## src/rtl/eee_lpi_pkg.sv

```systemverilog
package eee_lpi_pkg;
  // event bit positions in the status word
  localparam int EVT_TX_ENT  = 0;
  localparam int EVT_RX_ENT  = 1;
  localparam int EVT_RX_EXIT = 2;
  localparam int NUM_EVT     = 3;
  // state bit positions
  localparam int RX_STATE_BIT = 8;
  localparam int GATE_BIT     = 9;
  localparam int TX_EN_BIT    = 16;

  typedef struct packed {
    logic tx;
    logic rx;
  } lpi_state_t;
endpackage

```

## src/rtl/eee_lpi_rst_sync.sv

```systemverilog
module eee_lpi_rst_sync #(
  parameter int STAGES = 2
) (
  input  logic clk_i,
  input  logic rst_ni,
  output logic rst_sync_no
);
  logic [STAGES-1:0] chain_q;
  logic [STAGES-1:0] chain_d;

  always_comb begin
    chain_d = {chain_q[STAGES-2:0], 1'b1};
  end

  always_ff @(posedge clk_i or negedge rst_ni) begin
    if (!rst_ni) begin
      chain_q <= '0;
    end else begin
      chain_q <= chain_d;
    end
  end

  assign rst_sync_no = chain_q[STAGES-1];
endmodule

```

## src/rtl/eee_lpi_sync_edge.sv

```systemverilog
module eee_lpi_sync_edge #(
  parameter int STAGES = 2
) (
  input  logic clk_i,
  input  logic rst_ni,
  input  logic async_i,
  output logic rise_o
);
  logic [STAGES-1:0] sync_q;
  logic [STAGES-1:0] sync_d;
  logic              prev_q;
  logic              prev_d;

  always_comb begin
    sync_d = {sync_q[STAGES-2:0], async_i};
    prev_d = sync_q[STAGES-1];
  end

  always_ff @(posedge clk_i or negedge rst_ni) begin
    if (!rst_ni) begin
      sync_q <= '0;
      prev_q <= 1'b0;
    end else begin
      sync_q <= sync_d;
      prev_q <= prev_d;
    end
  end

  assign rise_o = sync_q[STAGES-1] & ~prev_q;


  rise_single_chk: assert property (@(posedge clk_i) disable iff (!rst_ni)
    rise_o |=> !rise_o);
endmodule

```

## src/rtl/eee_lpi_tx_track.sv

```systemverilog
module eee_lpi_tx_track (
  input  logic clk_i,
  input  logic rst_ni,
  input  logic wr_i,
  input  logic en_bit_i,
  output logic tx_lpi_o,
  output logic entry_set_o
);
  logic tx_q;
  logic tx_d;
  logic tx_ce;

  always_comb begin
    tx_ce       = wr_i;
    tx_d        = en_bit_i;
    entry_set_o = wr_i & en_bit_i & ~tx_q;
  end

  always_ff @(posedge clk_i or negedge rst_ni) begin
    if (!rst_ni) begin
      tx_q <= 1'b0;
    end else if (tx_ce) begin
      tx_q <= tx_d;
    end
  end

  assign tx_lpi_o = tx_q;


  tx_exit_chk: assert property (@(posedge clk_i) disable iff (!rst_ni)
    (wr_i && !en_bit_i) |=> !tx_lpi_o);

  tx_hold_chk: assert property (@(posedge clk_i) disable iff (!rst_ni)
    !wr_i |=> $stable(tx_lpi_o));
endmodule

```

## src/rtl/eee_lpi_rx_track.sv

```systemverilog
module eee_lpi_rx_track (
  input  logic clk_i,
  input  logic rst_ni,
  input  logic pat_rise_i,
  input  logic exit_rise_i,
  output logic rx_lpi_o,
  output logic entry_set_o,
  output logic exit_set_o
);
  logic rx_q;
  logic rx_d;
  logic rx_ce;

  always_comb begin
    entry_set_o = pat_rise_i & ~rx_q & ~exit_rise_i;
    exit_set_o  = exit_rise_i;
    rx_ce       = entry_set_o | exit_rise_i;
    rx_d        = ~exit_rise_i;
  end

  always_ff @(posedge clk_i or negedge rst_ni) begin
    if (!rst_ni) begin
      rx_q <= 1'b0;
    end else if (rx_ce) begin
      rx_q <= rx_d;
    end
  end

  assign rx_lpi_o = rx_q;


  rx_exit_clears_chk: assert property (@(posedge clk_i) disable iff (!rst_ni)
    exit_rise_i |=> !rx_lpi_o);

  rx_hold_chk: assert property (@(posedge clk_i) disable iff (!rst_ni)
    (rx_lpi_o && !exit_rise_i) |=> rx_lpi_o);
endmodule

```

## src/rtl/eee_lpi_sticky.sv

```systemverilog
module eee_lpi_sticky #(
  parameter int N = 3
) (
  input  logic         clk_i,
  input  logic         rst_ni,
  input  logic [N-1:0] set_i,
  input  logic         clr_i,
  output logic [N-1:0] q_o
);
  logic [N-1:0] q_q;
  logic [N-1:0] q_d;

  for (genvar i = 0; i < N; i++) begin : g_bit
    always_comb begin
      q_d[i] = set_i[i] | (q_q[i] & ~clr_i);
    end

    always_ff @(posedge clk_i or negedge rst_ni) begin
      if (!rst_ni) begin
        q_q[i] <= 1'b0;
      end else begin
        q_q[i] <= q_d[i];
      end
    end


    set_wins_chk: assert property (@(posedge clk_i) disable iff (!rst_ni)
      set_i[i] |=> q_o[i]);

    rd_clears_chk: assert property (@(posedge clk_i) disable iff (!rst_ni)
      (clr_i && !set_i[i]) |=> !q_o[i]);

    hold_chk: assert property (@(posedge clk_i) disable iff (!rst_ni)
      (!clr_i && !set_i[i]) |=> $stable(q_o[i]));
  end

  assign q_o = q_q;
endmodule

```

## src/rtl/eee_lpi_ctrl.sv

```systemverilog
module eee_lpi_ctrl
  import eee_lpi_pkg::*;
#(
  parameter int DATA_W      = 32,
  parameter int SYNC_STAGES = 2,
  parameter int RST_STAGES  = 2
) (
  input  logic              clk_i,
  input  logic              rst_ni,
  input  logic              rx_lpi_pattern_i,
  input  logic              rx_lpi_exit_i,
  input  logic              reg_wr_i,
  input  logic              reg_rd_i,
  input  logic [DATA_W-1:0] reg_wdata_i,
  output logic [DATA_W-1:0] reg_rdata_o,
  output logic              irq_o,
  output logic              exit_irq_o,
  output logic              clk_gate_ok_o
);
  logic               rst_n;
  logic               pat_rise;
  logic               exit_rise;
  logic               tx_entry_set;
  logic               rx_entry_set;
  logic               rx_exit_set;
  logic [NUM_EVT-1:0] evt_set;
  logic [NUM_EVT-1:0] evt_q;
  lpi_state_t         state;
  logic               unused_wdata;

  eee_lpi_rst_sync #(.STAGES(RST_STAGES)) u_rst (
    .clk_i       (clk_i),
    .rst_ni      (rst_ni),
    .rst_sync_no (rst_n)
  );

  eee_lpi_sync_edge #(.STAGES(SYNC_STAGES)) u_pat_sync (
    .clk_i   (clk_i),
    .rst_ni  (rst_n),
    .async_i (rx_lpi_pattern_i),
    .rise_o  (pat_rise)
  );

  eee_lpi_sync_edge #(.STAGES(SYNC_STAGES)) u_exit_sync (
    .clk_i   (clk_i),
    .rst_ni  (rst_n),
    .async_i (rx_lpi_exit_i),
    .rise_o  (exit_rise)
  );

  eee_lpi_tx_track u_tx (
    .clk_i       (clk_i),
    .rst_ni      (rst_n),
    .wr_i        (reg_wr_i),
    .en_bit_i    (reg_wdata_i[TX_EN_BIT]),
    .tx_lpi_o    (state.tx),
    .entry_set_o (tx_entry_set)
  );

  eee_lpi_rx_track u_rx (
    .clk_i       (clk_i),
    .rst_ni      (rst_n),
    .pat_rise_i  (pat_rise),
    .exit_rise_i (exit_rise),
    .rx_lpi_o    (state.rx),
    .entry_set_o (rx_entry_set),
    .exit_set_o  (rx_exit_set)
  );

  always_comb begin
    evt_set              = '0;
    evt_set[EVT_TX_ENT]  = tx_entry_set;
    evt_set[EVT_RX_ENT]  = rx_entry_set;
    evt_set[EVT_RX_EXIT] = rx_exit_set;
  end

  eee_lpi_sticky #(.N(NUM_EVT)) u_evt (
    .clk_i  (clk_i),
    .rst_ni (rst_n),
    .set_i  (evt_set),
    .clr_i  (reg_rd_i),
    .q_o    (evt_q)
  );

  always_comb begin
    clk_gate_ok_o = state.tx & state.rx;
    irq_o         = evt_q[EVT_TX_ENT] | evt_q[EVT_RX_ENT];
    exit_irq_o    = evt_q[EVT_RX_EXIT];
    reg_rdata_o                = '0;
    reg_rdata_o[NUM_EVT-1:0]   = evt_q;
    reg_rdata_o[RX_STATE_BIT]  = state.rx;
    reg_rdata_o[GATE_BIT]      = clk_gate_ok_o;
    reg_rdata_o[TX_EN_BIT]     = state.tx;
  end

  assign unused_wdata = ^reg_wdata_i;


  tx_entry_flag_chk: assert property (@(posedge clk_i) disable iff (!rst_n)
    $rose(state.tx) |-> evt_q[EVT_TX_ENT]);

  rx_entry_flag_chk: assert property (@(posedge clk_i) disable iff (!rst_n)
    $rose(state.rx) |-> evt_q[EVT_RX_ENT]);

  rx_exit_flag_chk: assert property (@(posedge clk_i) disable iff (!rst_n)
    $fell(state.rx) |-> evt_q[EVT_RX_EXIT]);
endmodule

```

## config.mk

```make
export PLATFORM = sky130hd
export DESIGN_NAME = eee_lpi_ctrl
export DESIGN_NICKNAME = d
export VERILOG_FILES = /design/src/rtl/eee_lpi_pkg.sv /design/src/rtl/eee_lpi_rst_sync.sv /design/src/rtl/eee_lpi_sync_edge.sv /design/src/rtl/eee_lpi_tx_track.sv /design/src/rtl/eee_lpi_rx_track.sv /design/src/rtl/eee_lpi_sticky.sv /design/src/rtl/eee_lpi_ctrl.sv
export SDC_FILE = /design/constraint.sdc
export NUM_CORES = 1
export LEC_CHECK = 0
export BUFFER_PORTS_ARGS = -buffer_cell sky130_fd_sc_hd__buf_2
export CORE_AREA = 8 8 57 59
export DETAILED_ROUTE_END_ITERATION = 10
export DIE_AREA = 0 0 65 67
export PLACE_DENSITY = 0.71
export RECOVER_POWER = 50
export SETUP_SLACK_MARGIN = 0.3
export SLEW_MARGIN = 20
export SYNTH_ARGS = -nofsm -noshare
export SYNTH_HDL_FRONTEND = slang
export SYNTH_HIERARCHICAL = 1
export SYNTH_SLANG_ARGS = --single-unit
```

## constraint.sdc

```tcl
create_clock -name clk_i -period 0.8 [get_ports clk_i]
set_input_delay 0.12 -clock clk_i [delete_from_list [all_inputs] [get_ports clk_i]]
set_output_delay 0.12 -clock clk_i [all_outputs]
set_load 0.02 [all_outputs]
```

== Yosys cells after proc, flatten, opt, wreduce, memory -nomap -nowiden ==
Cells that the tools add are included.
Cells by class
  bitwise logic cells: 21
Operators with widths (count)
  bitwise AND 1 bit: 10
  NOT 1 bit: 6
  OR 1 bit: 5
Storage, ports and cells
  flip-flop bits (word level): 13
  output and inout port bits: 35

== Longest topological paths before layout ==
Gate-level depths: netlist (run 1).
  depth in word-level cells: 5
  mapped depth: 3
  gate-level depth less buffers: 3

== Cells and area by module ==
The synthesis (run 1) kept the hierarchy.
Modules (own cells, without submodules)
  eee_lpi_ctrl: instances 1, cells each 31, area an instance 226.5 µm², sequential area each 0.0 µm²
  eee_lpi_sync_edge: instances 2, cells each 4, area an instance 88.8 µm², sequential area each 75.1 µm²
  eee_lpi_sticky: instances 1, cells each 7, area an instance 101.3 µm², sequential area each 75.1 µm²
  eee_lpi_rx_track: instances 1, cells each 4, area an instance 55.1 µm², sequential area each 25.0 µm²
  eee_lpi_rst_sync: instances 1, cells each 3, area an instance 53.8 µm², sequential area each 50.0 µm²
  eee_lpi_tx_track: instances 1, cells each 3, area an instance 50.0 µm², sequential area each 25.0 µm²

== Worst setup path before layout (run 1) ==
OpenSTA, ideal clock, no wires.
  kind: register -> output
  start point: register u_rx.rx_q (netlist: u_rx/rx_lpi_o)
  end point: output reg_rdata_o[9]
  arrival time: 0.947 ns
  required time: 0.680 ns
  setup slack: -0.267 ns
  stages on the path, launching flop included: 3
  cell sequence: dfrtp_1 > and2_1 > buf_4
On the way
  cells in the longest elaborated chain, start to end: 1
RTL lines
  start, declared: line eee_lpi_rx_track.sv:10  | logic rx_q;
  start signal, assigned: line eee_lpi_rx_track.sv:25  | rx_q <= rx_d;
  bitwise AND 1 bit: line eee_lpi_ctrl.sv:86  | clk_gate_ok_o = state.tx & state.rx;
  end, declared: line eee_lpi_ctrl.sv:15  | output logic [DATA_W-1:0] reg_rdata_o,
Every way passes these cells.

== Final worst setup path (run 1) ==
  start point: register u_evt.q_q[1] (netlist: u_evt/q_o[1])
  end point: output irq_o
On the way
  cells in the longest elaborated chain, start to end: 1
RTL lines
  start, declared: line eee_lpi_sticky.sv:10  | logic [N-1:0] q_q;
  start signal, assigned by index: line eee_lpi_sticky.sv:22  | q_q[i] <= q_d[i];
  OR 1 bit: line eee_lpi_ctrl.sv:87  | irq_o = evt_q[EVT_TX_ENT] | evt_q[EVT_RX_ENT];
  end, declared: line eee_lpi_ctrl.sv:16  | output logic irq_o,
Every way passes these cells.

==> impl_metrics.tcl, run 1 <==
set metrics [dict create \
    synth_top_area_share_pct 48.96 \
    clkTransAtPathRegs_ps 70 \
    hpwl_um 887.7 \
    die_w_um 65 \
    fmax_mhz 861.8 \
    clkSinkCount 13 \
    ys_seq_area_share_pct 48.96 \
    cts_tree "done" \
    wl_per_cell_um 10.13 \
    root_buffer "clkbuf_4" \
    grt_pass1_wl_um 1607 \
    rows 18 \
    grt_start_max_net_pins 12 \
    crit_chain "or2_4, buf_6" \
    crit_slowest_cell "dfrtp_2" \
    setup_violations 13 \
    seq_area_sq_um 331.6 \
    placed_area_sq_um 679.4 \
    synth_area_leaders "dfrtp_1 49%, buf_4 33%, nor2b_4 4.1%" \
    whs_ps -39.87 \
    fin_ws_ps -360.4 \
    vias_per_cell 3.252 \
    critPathArrivalTime_ps 1040 \
    pin_count 73 \
    ant_nets 0 \
    cts-htree-levels 1 \
    wl_um 1124 \
    layout-drive-gt1-share_pct 46.91 \
    antenna_found_initial 0 \
    ys_types 12 \
    status "complete, but fails checks" \
    coreArea_sq_um 2365 \
    crit_buf_inv 1 \
    area_growth_pct 28.44 \
    fillers 243 \
    drtIter0Drc 2 \
    skew_ps 5.050 \
    first_pass_iters 2 \
    hold_viol 2 \
    leakage_nw 0.4661 \
    clk_latency_ps 270 \
    period_needed_ps 1160 \
    cts_hold_buffers 1 \
    mostFrequentLayoutCell "conb_1" \
    drv_cap 0 \
    synth_area_leader_cell "dfrtp_1" \
    fin_crit_sh_pct 145.0 \
    finalSetupTns_ps -2779 \
    start_util_pct 28.10 \
    hold_path_class "input port to register" \
    syn_area_sq_um 664.4 \
    final_cell_mix "27 x conb_1, 17 x buf_6, 8 x dfrtp_1" \
    via_count 361 \
    worstPathRequired_ps 680 \
    cts_made_buffers 3 \
    multi_input_area_sq_um 216.5 \
    worst_ir_drop_vdd_uv 1393 \
    design_area_sq_um 853.3 \
    power.density_nw_per_um2 1881 \
    syn_inst 56 \
    dp.cells 99 \
    slew_viol_final 0 \
    cts.path.max_buffers 2 \
    startpoint_type "register" \
    crit_fanout 2 \
    diodes 0 \
    power_w 0.001605 \
    rsz0062_at_grt "yes" \
    crit_family "flip-flops" \
    crit_type "register to primary output" \
    instances_no_fill 111 \
    io_buffers 15 \
    place_congestion 0.5851 \
    grt_pass1_vias 381 \
    cp-end-kind "primary output" \
    fin_nets 120 \
    ys_seq_elements 13 \
    avgSynthCellArea_sq_um 11.86 \
    grt-ovfl-total 0 \
    max_stage_delay_ps 400 \
    grt_usage_pct 4.792 \
    design.die.area_sq_um 4355 \
    die_h_um 67 \
    drc 0 \
    failed_checks "negative hold slack, negative setup slack" \
    yosysWarnings 6 \
]
==> worst reg2reg max path: cells and delay by family, from the launching register on <==
kind                   cells  cell delay (ps)
AO/OA/AOI/OAI              1              140
flip-flops                 1              410
buffers and inverters      3              320
==> Yosys cell counts <==
cell     instances
buf_4           29
dfrtp_1         13
a21o_1           3
conb_1           2
nor2b_4          2
and2_1           1
and3b_2          1
inv_1            1
mux2_4           1
nor3b_2          1
o21ba_1          1
or2_1            1
==> final timing paths <==
kind                            depth (start not counted)  slack, ps               endpoint        startpoint
min in group asynchronous                               0        160      u_pat_sync/prev_q  u_rst/chain_q[1]
worst min register to register                          0        160      u_pat_sync/prev_q  u_rst/chain_q[1]
max in group asynchronous                               0        330           u_evt/q_o[2]  u_rst/chain_q[1]
worst max register to register                          4       -170           u_evt/q_o[0]      u_evt/q_o[0]
worst min-delay path                                    1        -40  u_exit_sync/sync_q[0]     rx_lpi_exit_i
worst max-delay path                                    2       -360                  irq_o      u_evt/q_o[1]
==> cell type report <==
cell class | count | share of cell area, %
clock buffers | 4 | 3.079
inverters | 1 | 0.4399
multi-input cells | 38 | 25.37
flip-flops and latches | 13 | 38.86
well taps | 30 | 4.399
repair buffers | 25 | 27.86
==> routing by layer <==
layer	vias up	part of all wire [%]	GRT usage, %
met4	0	0	0.8174
li1	168	-	-
met2	27	47	7.826
met5	-	0	0
met1	166	34	4.457
met3	0	19	4.362
==> report_power, final <==
group | switching, W | leakage (nW) | total, W | internal, W
clock network | 0.000183 | 0.0150 | 0.000376 | 0.000193
logic | 0.000253 | 0.302 | 0.000483 | 0.000231
registers | 0.0000386 | 0.149 | 0.000746 | 0.000707
==> what timing repair did <==
item | 4_1_cts | 5_1_grt
pin swaps | 3 | 1
endpoints found under the hold margin | 4 | 2
resized for setup | 24 | 3
setup buffers | 4 | 3
endpoints found under the setup margin | 19 | 16
==> sequential cells by signal (all words and copies together) (netlist names) <==
| signal | flops |
|---|---|
| u_evt/q_o | 3 |
| u_exit_sync/sync_q | 2 |
| u_pat_sync/sync_q | 2 |
| u_rst/chain_q | 2 |
| u_exit_sync/prev_q | 1 |
| u_pat_sync/prev_q | 1 |
| u_rx/rx_lpi_o | 1 |
| u_tx/tx_lpi_o | 1 |
==> logic make-up after synthesis <==
group	count (synthesis)	share of synthesized area [%]
AOI/OAI and AO/OA	4	4.896
buffers and inverters	30	33.33
DFF	13	48.96
muxes	1	2.259
other	2	1.130
and+or+nand+nor	6	9.418
==> per-stage QoR <==
stage	util (%)	setup WS, ps
after global routing	36.08	-406.6
after CTS	34.76	-371.8
after detailed placement	28.73	-88.47
after floorplan	-	-88.19
after global placement	28.73	-83.41
final	36.08	-360.4
Power figures use the tool's default switching activity.
==> inputs of run 2 (changes only) <==
--- a/config.mk
+++ b/config.mk
@@ -6,10 +6,10 @@
 export NUM_CORES = 1
 export LEC_CHECK = 0
 export BUFFER_PORTS_ARGS = -buffer_cell sky130_fd_sc_hd__buf_2
-export CORE_AREA = 8 8 57 59
+export CORE_AREA = 8 8 54 56
 export DETAILED_ROUTE_END_ITERATION = 10
-export DIE_AREA = 0 0 65 67
-export PLACE_DENSITY = 0.71
+export DIE_AREA = 0 0 62 64
+export PLACE_DENSITY = 0.76
 export RECOVER_POWER = 50
 export SETUP_SLACK_MARGIN = 0.3
 export SLEW_MARGIN = 20
==> constraint.sdc (replaced) <==
create_clock -name clk_i -period 1.2 [get_ports clk_i]
set_input_delay 0.18 -clock clk_i [delete_from_list [all_inputs] [get_ports clk_i]]
set_output_delay 0.18 -clock clk_i [all_outputs]
set_load 0.05 [all_outputs]
==> run 2 against run 1 <==
Effect of this change: the run ends with negative setup slack left; clock power is 33% lower; non-clock buffer count is 2 lower; critical endpoint unchanged; count of clock-buffer cells in the layout unchanged; cell count fell by 3.6%; largest cell class unchanged.
==> impl_metrics.tcl, run 2 (synthesized netlist as in run 1, its figures left out) <==
set metrics [dict create \
    drtIter0Drc 12 \
    clkTransAtPathRegs_ps 70 \
    fin_crit_sh_pct 103.8 \
    setup_violations 1 \
    first_pass_iters 2 \
    hold_end "u_tx/tx_lpi_o" \
    drv_cap 0 \
    finalSetupTns_ps -45.91 \
    grt_pass1_vias 361 \
    slew_viol_final 0 \
    clk_latency_ps 270 \
    grt-ovfl-total 0 \
    mostFrequentLayoutCell "conb_1" \
    ant_nets 0 \
    r2r_setup_slack_ps 250 \
    hold_path_class "input port to register" \
    max_stage_delay_ps 400 \
    wl_per_cell_um 10.21 \
    crit_chain "or2_4, buf_6" \
    cts_made_buffers 3 \
    rsz0062_at_grt "yes" \
    io_buffers 15 \
    period_needed_ps 1246 \
    clkSinkCount 13 \
    grt_start_max_net_pins 12 \
    fin_nets 118 \
    grt_pass1_wl_um 1607 \
    worst_ir_drop_vdd_uv 745.8 \
    cts-htree-levels 1 \
    diodes 0 \
    pwr-share-comb_pct 39.0 \
    fmax_mhz 802.6 \
    status "complete, but fails checks" \
    final_cell_mix "27 x conb_1, 8 x dfrtp_1" \
    pwr-share-seq_pct 40.6 \
    cp-end-kind "primary output" \
    wl_um 1093 \
    fin_ws_ps -45.91 \
    timing.rr.end "u_evt/q_o[0]" \
    die_w_um 62 \
    p_int_w 0.0007428 \
    coreArea_sq_um 2106 \
    grt_usage_pct 5.608 \
    rows 17 \
    cts.path.max_buffers 2 \
    start_util_pct 31.55 \
    p_sw_w 0.0004909 \
    failed_checks "negative setup slack" \
    crit_type "register to primary output" \
    hpwl_um 873.1 \
    pin_count 73 \
    hold_start "reg_wdata_i[16]" \
    cts_tree "done" \
    largest_reg_flops 3 \
    power.density_nw_per_um2 1480 \
    crit_fanout 2 \
    setup.worst_path.start "u_evt/q_o[1]" \
    p_clk_share_pct 20.3 \
    die_h_um 64 \
    reg2reg_depth 3 \
    reg2reg_from "u_tx/tx_lpi_o" \
    hold_viol 0 \
    layout-drive-gt1-share_pct 43.04 \
    via_count 355 \
    startpoint_type "register" \
    drc 0 \
    fillers 216 \
    skew_ps 4.880 \
    sw_frac_of_total_pct 39.79 \
    root_buffer "clkbuf_4" \
    worstPathRequired_ps 1020 \
    crit_slowest_cell "dfrtp_2" \
    critPathArrivalTime_ps 1070 \
    place_congestion 0.6647 \
    placed_area_sq_um 661.9 \
    worstHoldPathCells 2 \
    design.die.area_sq_um 3968 \
    vias_per_cell 3.318 \
    area_growth_pct 25.42 \
    antenna_found_initial 0 \
    leakage_nw 0.4532 \
    design_area_sq_um 833.3 \
]
-- run 2: cell types whose count changed in the layout (fill, tap and decap cells not counted), sizes merged --
| cell | before | now |
|---|---|---|
| dlygate4sd3 | 1 | 3 |
| buf | 23 | 19 |
-- run 2: how the worst max path moves through the flow --
| stage | to | slack, ps | cells past startpoint |
|---|---|---|---|
| final | irq_o | -50 | 2 |
| after global routing | irq_o | -100 | 2 |
| after CTS | irq_o | -60 | 2 |
| after detailed placement | irq_o | 180 | 2 |
| after global placement | irq_o | 190 | 2 |
| after floorplan | reg_rdata_o[9] | 20 | 2 |
-- run 2: repair_timing --
item | CTS | global route
setup buffers | 4 | 1
gates resized for setup | 21 | 3
hold buffers | 1 | 2
endpoints found under the setup margin | 10 | 12
endpoints found under the hold margin | 2 | 2
-- run 2: power groups by stage --
stage / clock network [W] / logic, W / registers [W]
after global routing: 0.000298 / 0.000501 / 0.000506
final: 0.000251 / 0.000482 / 0.000501
after detailed placement: 0 / 0.000383 / 0.000509
after global placement: 0 / 0.000381 / 0.000506
after CTS: 0.000267 / 0.000460 / 0.000501
after floorplan: 0 / 0.000360 / 0.000565
-- run 2: worst max-delay path: cells and delay by family (launching register included) --
kind	cells	cell delay, ps
buffers and inverters	1	150
DFF	1	400
and+or+nand+nor	1	250
-- run 2: cell type report --
type | count | area [sq um] | share of cell area, %
Multi-Input combinational cell | 38 | 216.5 | 25.98
Sequential cell | 13 | 331.6 | 39.79
Timing Repair Buffer | 23 | 220.2 | 26.43
Clock buffer | 4 | 26.28 | 3.153
Tap cell | 28 | 35.03 | 4.204
Inverter | 1 | 3.754 | 0.4505
-- run 2: layer usage --
metal / up-vias / wire [um] / track usage [%]
met5: - / 0 / 0
met4: 0 / 0 / 1.709
met3: 0 / 197 / 4.800
met2: 28 / 555 / 9.185
met1: 162 / 340 / 4.907
li1: 165 / - / -
-- run 2: per-stage QoR --
stage               util [%]  worst slack [ps]  hold WS [ps]  cells  total power [W]
global route           39.57            -100.1         131.9    107         0.001305
finish                 39.57            -45.91         154.9    107         0.001234
global placement       31.43             191.9        -34.79     95        0.0008868
CTS                    37.79            -57.94         9.270    104         0.001228
floorplan                  -             24.80        -115.6     81        0.0009250
detailed placement     31.43             184.7        -31.23     95        0.0008919
